File: src/rtl/cb_sock_pkg.sv
package cb_sock_pkg;
  localparam int unsigned DATA_W = 32;
  localparam int unsigned N_EV   = 4;
  localparam int unsigned SEL_W  = 3;

  typedef enum logic [2:0] {
    REG_EVENT = 3'd0,
    REG_ENA   = 3'd1,
    REG_STAT  = 3'd2,
    REG_FORCE = 3'd3,
    REG_CTRL  = 3'd4
  } reg_sel_e;

  // enable bits that hold state / that force may set
  localparam logic [15:0] ENA_WR_MASK   = 16'hC07F;
  localparam logic [15:0] FORCE_WR_MASK = 16'h801F;

  localparam logic [SEL_W-1:0] PWR_OFF = 3'b000;
  localparam logic [SEL_W-1:0] PWR_12V = 3'b001;
  localparam logic [SEL_W-1:0] PWR_5V  = 3'b010;
  localparam logic [SEL_W-1:0] PWR_3V  = 3'b011;

  localparam int unsigned STAT_BAD_VCC = 9;
endpackage

File: src/rtl/cb_sock_sync.sv
module cb_sock_sync #(
  parameter int unsigned WIDTH  = 3,
  parameter int unsigned STAGES = 2
) (
  input  logic             clk_i,
  input  logic             rst_ni,
  input  logic [WIDTH-1:0] d_i,
  output logic [WIDTH-1:0] q_o
);
  logic [WIDTH-1:0] stg_q [STAGES];

  always_ff @(posedge clk_i or negedge rst_ni) begin
    if (!rst_ni) begin
      for (int s = 0; s < STAGES; s++) stg_q[s] <= '0;
    end else begin
      stg_q[0] <= d_i;
      for (int s = 1; s < STAGES; s++) stg_q[s] <= stg_q[s-1];
    end
  end

  assign q_o = stg_q[STAGES-1];
endmodule

File: src/rtl/cb_sock_events.sv
module cb_sock_events #(
  parameter int unsigned N_LVL = 3
) (
  input  logic             clk_i,
  input  logic             rst_ni,
  input  logic [N_LVL-1:0] lvl_i,
  input  logic             strb_i,
  input  logic [N_LVL:0]   clr_i,
  output logic [N_LVL:0]   ev_o
);
  localparam int unsigned N_EV = N_LVL + 1;

  logic [N_LVL-1:0] prev_q;
  logic [N_EV-1:0]  set_w;
  logic [N_EV-1:0]  ev_q;

  always_ff @(posedge clk_i or negedge rst_ni) begin
    if (!rst_ni) prev_q <= '0;
    else         prev_q <= lvl_i;
  end

  assign set_w = {strb_i, lvl_i ^ prev_q};

  // set has priority over clear
  always_ff @(posedge clk_i or negedge rst_ni) begin
    if (!rst_ni) ev_q <= '0;
    else         ev_q <= (ev_q & ~clr_i) | set_w;
  end

  assign ev_o = ev_q;


  ev_only_on_set_chk: assert property (@(posedge clk_i) disable iff (!rst_ni)
    1'b1 |=> ((ev_q & ~$past(ev_q) & ~$past(set_w)) == '0));


  ev_set_wins_chk: assert property (@(posedge clk_i) disable iff (!rst_ni)
    ((set_w & clr_i) != '0) |=> ((ev_q & $past(set_w & clr_i)) == $past(set_w & clr_i)));


  ev_clear_chk: assert property (@(posedge clk_i) disable iff (!rst_ni)
    ((clr_i & ~set_w) != '0) |=> ((ev_q & $past(clr_i & ~set_w)) == '0));
endmodule

File: src/rtl/cb_sock_power.sv
module cb_sock_power
  import cb_sock_pkg::*;
(
  input  logic             clk_i,
  input  logic             rst_ni,
  input  logic             wr_i,
  input  logic [SEL_W-1:0] vpp_req_i,
  input  logic [SEL_W-1:0] vcc_req_i,
  input  logic             card_5v_i,
  input  logic             card_3v_i,
  output logic [SEL_W-1:0] vpp_o,
  output logic [SEL_W-1:0] vcc_o,
  output logic             bad_o
);
  logic [SEL_W-1:0] vpp_q, vcc_q;
  logic             bad_q;
  logic             vpp_ok, vcc_ok;

  assign vpp_ok = ~vpp_req_i[2];

  always_comb begin
    unique case (vcc_req_i)
      PWR_OFF: vcc_ok = 1'b1;
      PWR_5V:  vcc_ok = card_5v_i;
      PWR_3V:  vcc_ok = card_3v_i;
      default: vcc_ok = 1'b0;
    endcase
  end

  always_ff @(posedge clk_i or negedge rst_ni) begin
    if (!rst_ni) begin
      vpp_q <= PWR_OFF;
      vcc_q <= PWR_OFF;
      bad_q <= 1'b0;
    end else if (wr_i) begin
      if (vpp_ok) vpp_q <= vpp_req_i;
      if (vcc_ok) vcc_q <= vcc_req_i;
      bad_q <= ~vcc_ok;
    end
  end

  assign vpp_o = vpp_q;
  assign vcc_o = vcc_q;
  assign bad_o = bad_q;


  vcc_refuse_hold_chk: assert property (@(posedge clk_i) disable iff (!rst_ni)
    (wr_i && !vcc_ok) |=> (vcc_o == $past(vcc_o)) && bad_o);


  vcc_code_legal_chk: assert property (@(posedge clk_i) disable iff (!rst_ni)
    (vcc_o != PWR_12V) && !vcc_o[2]);


  vpp_code_legal_chk: assert property (@(posedge clk_i) disable iff (!rst_ni)
    !vpp_o[2]);
endmodule

File: src/rtl/cb_sock_regs.sv
module cb_sock_regs
  import cb_sock_pkg::*;
#(
  parameter int unsigned ADDR_W      = 4,
  parameter int unsigned SYNC_STAGES = 2
) (
  input  logic              clk_i,
  input  logic              rst_ni,
  input  logic              req_valid_i,
  input  logic              req_wr_i,
  input  logic [ADDR_W-1:0] req_addr_i,
  input  logic [31:0]       req_wdata_i,
  output logic [31:0]       req_rdata_o,
  input  logic              stschg_i,
  input  logic              cdet1_i,
  input  logic              cdet2_i,
  input  logic              pwr_done_i,
  input  logic              card16_i,
  input  logic              cardbus_i,
  input  logic              card_irq_i,
  input  logic              card_unk_i,
  input  logic              card_5v_i,
  input  logic              card_3v_i,
  input  logic              sock_5v_i,
  input  logic              sock_3v_i,
  output logic              irq_o,
  output logic [2:0]        vpp_sel_o,
  output logic [2:0]        vcc_sel_o
);
  localparam int unsigned N_LVL = N_EV - 1;

  logic             hit;
  reg_sel_e         sel;
  logic             wr_ev, wr_ena, wr_stat, wr_force, wr_ctrl;
  logic [N_LVL-1:0] lvl_raw, lvl_sync;
  logic [N_EV-1:0]  ev_clr, ev;
  logic [15:0]      ena_q;
  logic             bad_vcc;
  logic [31:0]      stat_w;
  logic             unused_w;

  assign hit = (req_addr_i[ADDR_W-1:3] == '0);
  assign sel = reg_sel_e'(req_addr_i[2:0]);

  always_comb begin
    wr_ev = 1'b0; wr_ena = 1'b0; wr_stat = 1'b0; wr_force = 1'b0; wr_ctrl = 1'b0;
    if (req_valid_i && req_wr_i && hit) begin
      unique case (sel)
        REG_EVENT: wr_ev    = 1'b1;
        REG_ENA:   wr_ena   = 1'b1;
        REG_STAT:  wr_stat  = 1'b1;
        REG_FORCE: wr_force = 1'b1;
        REG_CTRL:  wr_ctrl  = 1'b1;
        default: ;
      endcase
    end
  end

  assign lvl_raw = {cdet2_i, cdet1_i, stschg_i};

  cb_sock_sync #(.WIDTH(N_LVL), .STAGES(SYNC_STAGES)) u_sync (
    .clk_i  (clk_i),
    .rst_ni (rst_ni),
    .d_i    (lvl_raw),
    .q_o    (lvl_sync)
  );

  assign ev_clr = (wr_ev || wr_stat) ? req_wdata_i[N_EV-1:0] : '0;

  cb_sock_events #(.N_LVL(N_LVL)) u_events (
    .clk_i  (clk_i),
    .rst_ni (rst_ni),
    .lvl_i  (lvl_sync),
    .strb_i (pwr_done_i),
    .clr_i  (ev_clr),
    .ev_o   (ev)
  );

  always_ff @(posedge clk_i or negedge rst_ni) begin
    if (!rst_ni)       ena_q <= '0;
    else if (wr_ena)   ena_q <= req_wdata_i[15:0] & ENA_WR_MASK;
    else if (wr_force) ena_q <= ena_q | (req_wdata_i[15:0] & FORCE_WR_MASK);
  end

  cb_sock_power u_power (
    .clk_i     (clk_i),
    .rst_ni    (rst_ni),
    .wr_i      (wr_ctrl),
    .vpp_req_i (req_wdata_i[2:0]),
    .vcc_req_i (req_wdata_i[6:4]),
    .card_5v_i (card_5v_i),
    .card_3v_i (card_3v_i),
    .vpp_o     (vpp_sel_o),
    .vcc_o     (vcc_sel_o),
    .bad_o     (bad_vcc)
  );

  always_comb begin
    stat_w       = '0;
    stat_w[3:0]  = ev;
    stat_w[4]    = card16_i;
    stat_w[5]    = cardbus_i;
    stat_w[6]    = card_irq_i;
    stat_w[7]    = card_unk_i;
    stat_w[STAT_BAD_VCC] = bad_vcc;
    stat_w[10]   = card_5v_i;
    stat_w[11]   = card_3v_i;
    stat_w[28]   = sock_5v_i;
    stat_w[29]   = sock_3v_i;
  end

  always_comb begin
    req_rdata_o = '0;
    if (hit) begin
      unique case (sel)
        REG_EVENT: req_rdata_o = {28'b0, ev};
        REG_ENA:   req_rdata_o = {16'b0, ena_q};
        REG_STAT:  req_rdata_o = stat_w;
        REG_CTRL:  req_rdata_o = {25'b0, vcc_sel_o, 1'b0, vpp_sel_o};
        default:   req_rdata_o = '0;
      endcase
    end
  end

  assign irq_o = |(ev & ena_q[N_EV-1:0]);

  assign unused_w = ^req_wdata_i[31:16];


  force_never_clears_chk: assert property (@(posedge clk_i) disable iff (!rst_ni)
    wr_force |=> ((ena_q & $past(ena_q)) == $past(ena_q)));


  ena_reserved_zero_chk: assert property (@(posedge clk_i) disable iff (!rst_ni)
    (ena_q & ~ENA_WR_MASK) == 16'h0);


  irq_needs_event_chk: assert property (@(posedge clk_i) disable iff (!rst_ni)
    irq_o |-> (ev != '0) && (ena_q[N_EV-1:0] != '0));
endmodule

File: config.mk
export PLATFORM = sky130hd
export DESIGN_NAME = cb_sock_regs
export DESIGN_NICKNAME = d
export VERILOG_FILES = /design/src/rtl/cb_sock_pkg.sv /design/src/rtl/cb_sock_sync.sv /design/src/rtl/cb_sock_events.sv /design/src/rtl/cb_sock_power.sv /design/src/rtl/cb_sock_regs.sv
export SDC_FILE = /design/constraint.sdc
export NUM_CORES = 1
export LEC_CHECK = 0
export ABC_AREA = 0
export ABC_CLOCK_PERIOD_IN_PS = 3980
export CORE_ASPECT_RATIO = 0.5
export CORE_MARGIN = 2
export CORE_UTILIZATION = 39
export CTS_CLUSTER_SIZE = 8
export DETAILED_ROUTE_END_ITERATION = 8
export PLACE_DENSITY = 0.85
export SKIP_CTS_REPAIR_TIMING = 1
export SLEW_MARGIN = 20
export SYNTH_ARGS = -nofsm -noshare
export SYNTH_HDL_FRONTEND = slang
export SYNTH_SLANG_ARGS = --single-unit
File: constraint.sdc
create_clock -name clk_i -period 3.98 [get_ports clk_i]
set_input_delay 0.796 -clock clk_i [delete_from_list [all_inputs] [get_ports clk_i]]
set_output_delay 0.796 -clock clk_i [all_outputs]
set_load 0.01 [all_outputs]
Yosys cells after proc, flatten, opt, wreduce, memory -nomap -nowiden
Index checks and enable logic that the tools add are counted. W data, S select, Z words.

Logic and storage cells: 48. Output and inout port bits: 39. Register bits: 35. Bits of input ports: 52. Latch bits: 0. Memories: 0. Bits in read-only memories: 0. Memory bits (writable): 0.

Add/sub/neg operators: 0. Reductions and logical operators: 9. $lt $le $gt $ge: 0. Shift-type cells: 0. Equality and inequality tests: 6. Multiplexer cells: 16. Multiply operators: 0. Div/mod/pow operators: 0. Bitwise operators: 9.

Operators by type and width (number): $pmux W30 S4 (1); $mux W16 (2); $mux W30 (1); $or A16 B16 Y16 (1); $eq A3 B2 Y1 const B (4); $mux W1 (10); $and A4 B4 Y4 (2); $logic_not A3 Y1 (2); $mux W4 (1); $not A4 Y4 (1); $or A4 B4 Y4 (1); $reduce_and A2 Y1 (2); $reduce_or A4 Y1 (1); $eq A3 B1 Y1 const B (1); $eq A3 B3 Y1 const B (1); $not A1 Y1 (3); $pmux W1 S3 (1); $xor A3 B3 Y3 (1); $logic_and A1 B1 Y1 (2); $reduce_bool A2 Y1 (1); $logic_or A1 B1 Y1 (1).

Depth between registers and ports, before layout
Depth after elaboration: 8. Mapped depth: 6. Depth with buffers taken out: 4.

Hierarchy
From an unflattened synthesis, not the netlist that was laid out.

Cell total of the unflattened synthesis: 150. Area total of the unflattened synthesis: 1556.5 um2.

By module, submodules not included: cb_sock_regs (instances 1, seq. area each 225.2 um2, area each 842.1 um2, cells an instance 96); cb_sock_power (instances 1, seq. area each 150.1 um2, area each 302.8 um2, cells an instance 27); cb_sock_events (instances 1, seq. area each 175.2 um2, area each 239.0 um2, cells an instance 18); cb_sock_sync (instances 1, seq. area each 150.1 um2, area each 172.7 um2, cells an instance 9).

Least setup slack after synthesis
No wires, ideal clock.

Kind: input to output. Start: input port req_addr_i[0]. End: output port req_rdata_o[4]. Arrival: 1765 ps. Cell stages on the path: 6. Setup slack: 1419 ps. Data required time: 3184 ps. Buffers on the path: 2. Cell sequence: buf_2 -> nor2b_1 -> clkbuf_1 -> a22oi_1 -> a2bb2oi_1 -> nor3_1.

Word-level cells in the longest chain between the ends: 3. Elaborated cells on any way between the ends: 6. Those cells by class: eq/ne: 3; mux: 2; reduce/logical: 1.

RTL lines: start, declared (line cb_sock_regs.sv:11) `input logic [ADDR_W-1:0] req_addr_i,`; $eq A3 B3 Y1, or another cell as far along (line cb_sock_regs.sv:115) `unique case (sel)`; $pmux W30 S4 * (line cb_sock_regs.sv:115); $mux W30 * (line cb_sock_regs.sv:114) `if (hit) begin`; end, declared (line cb_sock_regs.sv:13) `output logic [31:0] req_rdata_o,`.

Every way passes the cells marked *; elsewhere a longest branch is shown, timed or not.

Worst setup path after layout
Start: input port req_addr_i[0]. End: output port req_rdata_o[5].

Same word-level chain as after synthesis.

==> impl_metrics.tcl <==
set metrics [dict create \
    yosysTopAreaCell "dfrtp_1" \
    post_drt_wl_per_cell_um 15.6 \
    synth.most_common_cell "dfrtp_1" \
    vias 1206 \
    min_path_type "reg -> reg" \
    total_leakage_power_nw 0.880 \
    crit_required_ns 3.18 \
    rsz0062_at_grt "false" \
    crit_top_cell "clkdlybuf4s50_1" \
    grt_pass1_wl_um 5890 \
    core_area_sq_um 3510 \
    cts_inserted_buffers 3 \
    drc 0 \
    fillers 285 \
    cts_num_sinks 28 \
    drv_slew 0 \
    clk_latency_ns 0.28 \
    synth_seq_cells 28 \
    critPathMaxFanout 11 \
    grt_max_degree 29 \
    gp_congestion 0.859 \
    async_reset_ff_frac 1.00 \
    synth_top_area_share 0.482 \
    yosys_warnings 0 \
    cts_max_path_buffers 2 \
    cts_tree "yes" \
    h-tree-depth 1 \
    synthFlopType "dfrtp_1" \
    path_clk_slew_ns 0.09 \
    arrival_ns 2.91 \
    netlist_top_cells_area "dfrtp_1 (48%), buf_4 (9.8%), a22o_1 (4.2%), and3_1 (3.9%), mux2_2 (3.9%)" \
    first_pass_iters 4 \
    antenna_cells 0 \
    critPathTopFamily "buffers and inverters" \
    start_util 0.414 \
    layout-drive-gt1-share 0.111 \
    antenna_found_initial 0 \
    drt_wl_total_um 3730 \
    grt_usage 0.186 \
    run_status "complete, no violations" \
    powerDensity_nw_per_um2 349 \
    initialDrtViolationCount 115 \
    crit_chain "clkdlybuf4s50_1, nor2b_1, buf_4, a22oi_1, a2bb2oi_1, nor3_1, clkdlybuf4s50_1" \
    critPathKind "in -> out" \
    yosysSeqAreaShare 0.482 \
    seq_area_sq_um 701 \
    synthCells 136 \
    grt_pass1_vias 1132 \
    final_nets 242 \
    period_share 0.931 \
    relSlewSlack 0.549 \
    finalHoldViolations 0 \
    cp_slowest_stage_delay_ns 0.69 \
    netlist_top_cells_count "dfrtp_1 (28), buf_4 (19), and3_1 (9)" \
    cp-start-kind "input port" \
    place_hpwl_um 2810 \
    synthDistinctLibCells 32 \
    max_slew.worst_pin.slew_ns 0.675 \
    syn-cell-area_sq_um 1450 \
    portBuffers 49 \
    grt_overflow 0 \
    finalClockSkew_ns 0.000865 \
    critPathBufInv 3 \
    setup_tns_ns 0 \
    die_y_um 47.2 \
    pin_count 91 \
    dieArea_sq_um 4260 \
    postRouteAntennaNets 0 \
    setup_viol 0 \
    synth_edf_count 0 \
    max_freq_mhz 270 \
    syn_avg_cell_area_sq_um 10.7 \
    multiInputGateArea_sq_um 638 \
    critPathCaptureType "output port" \
    irDropWorstVdd_mv 0.151 \
    via_per_inst 5.03 \
    areaGrowthSynthToFinish_pct 39.5 \
    crit_slowest_cell "clkdlybuf4s50_1" \
    maxCapViolCount 0 \
    finish.utilization 0.578 \
    rows 15 \
    die_x_um 90.3 \
    period_needed_ns 3.71 \
    root_buffer "clkbuf_8" \
]
-- final cells by class --
cell class | count | share of cell area
Sequential cell | 28 | 0.345
Multi-Input combinational cell | 97 | 0.315
Timing Repair Buffer | 55 | 0.264
Tap cell | 51 | 0.0315
Clock buffer | 3 | 0.0204
Clock inverter | 1 | 0.0148
Inverter | 5 | 0.00925
-- per-layer routing --
layer / track usage / up-vias / routed length [um]
met3: 0.0401 / 4 / 182
met5: 0 / - / 0
li1: - / 549 / -
met4: 0.0615 / 0 / 19
met2: 0.347 / 51 / 1980
met1: 0.227 / 602 / 1550
-- logic make-up (layout without fill, tap and decap cells) --
family,Yosys count,after routing,synth area share
AND/OR/NAND/NOR,41,41,0.186
AO/OA/AOI/OAI,28,28,0.135
flip-flops,28,28,0.482
buffers and inverters,28,64,0.123
multiplexers,6,6,0.0465
XOR/XNOR,3,3,0.0181
adder cells (fa/ha/maj),1,1,0.00688
other,1,18,0.00258
-- path summary, 6_finish.rpt --
path / startpoint / to / slack, ns / cells past startpoint
max: req_addr_i[0] / req_rdata_o[5] / 0.27 / 7
min: u_sync.stg_q[4]$_DFF_PN0_ / u_sync.q_o[1]$_DFF_PN0_ / 0.36 / 0
max reg2reg: u_power.vcc_o[1]$_DFFE_PN0P_ / u_power.vcc_o[1]$_DFFE_PN0P_ / 3.18 / 1
min reg2reg: u_sync.stg_q[4]$_DFF_PN0_ / u_sync.q_o[1]$_DFF_PN0_ / 0.36 / 0
max in group asynchronous: rst_ni / ena_q[6]$_DFFE_PN0P_ / 2.83 / 2
min in group asynchronous: rst_ni / u_sync.q_o[1]$_DFF_PN0_ / 0.89 / 2
-- sequential cells by signal, summed over array words and instances, names as in the netlist --
register and flops:
u_events.prev_q 3, u_power.bad_o 1, ena_q 9, u_events.ev_o 4, u_sync.stg_q 3, u_sync.q_o 3, u_power.vcc_o 3, u_power.vpp_o 2
-- cell usage in the layout, fill, tap and decap left out --
cell,instances
o21ai_2,1
nor3b_1,1
nor2b_1,6
or3b_4,1
nand4_2,1
nor4b_2,1
inv_1,5
mux2_2,5
a22oi_1,5
o21a_1,1
nor4_4,1
conb_1,18
nor3_1,6
dfrtp_1,28
a21oi_1,5
nand2b_1,1
nor4_2,1
nor2_1,2
a2bb2oi_1,3
and2_1,3
xnor2_1,3
nand2_1,7
and3_1,9
clkdlybuf4s50_1,49
or4_1,1
mux2_1,1
bufinv_16,1
a22o_1,7
maj3_1,1
clkbuf_8,3
o21ai_0,4
o21ai_1,2
buf_4,6
-- where the power goes --
group,internal [mW],switching (mW)
registers,0.316,0.0211
logic,0.0812,0.0643
clock network,0.135,0.0904
total,0.532,0.176
-- through the flow --
stage | total power [mW] | setup slack (ns) | hold WS, ns | instances | area (sq um)
4_1_cts | 0.711 | 0.337 | 0.362 | 240 | 2030
3_3_place_gp | 0.478 | 0.392 | 0.336 | 236 | 1960
2_1_floorplan | 0.420 | 1.42 | 0.331 | 153 | 1520
5_1_grt | 0.745 | 0.223 | 0.370 | 240 | 2030
6_report | 0.708 | 0.275 | 0.357 | 240 | 2030
3_5_place_dp | 0.486 | 0.363 | 0.339 | 236 | 1960
Power figures use the tool's default switching activity.
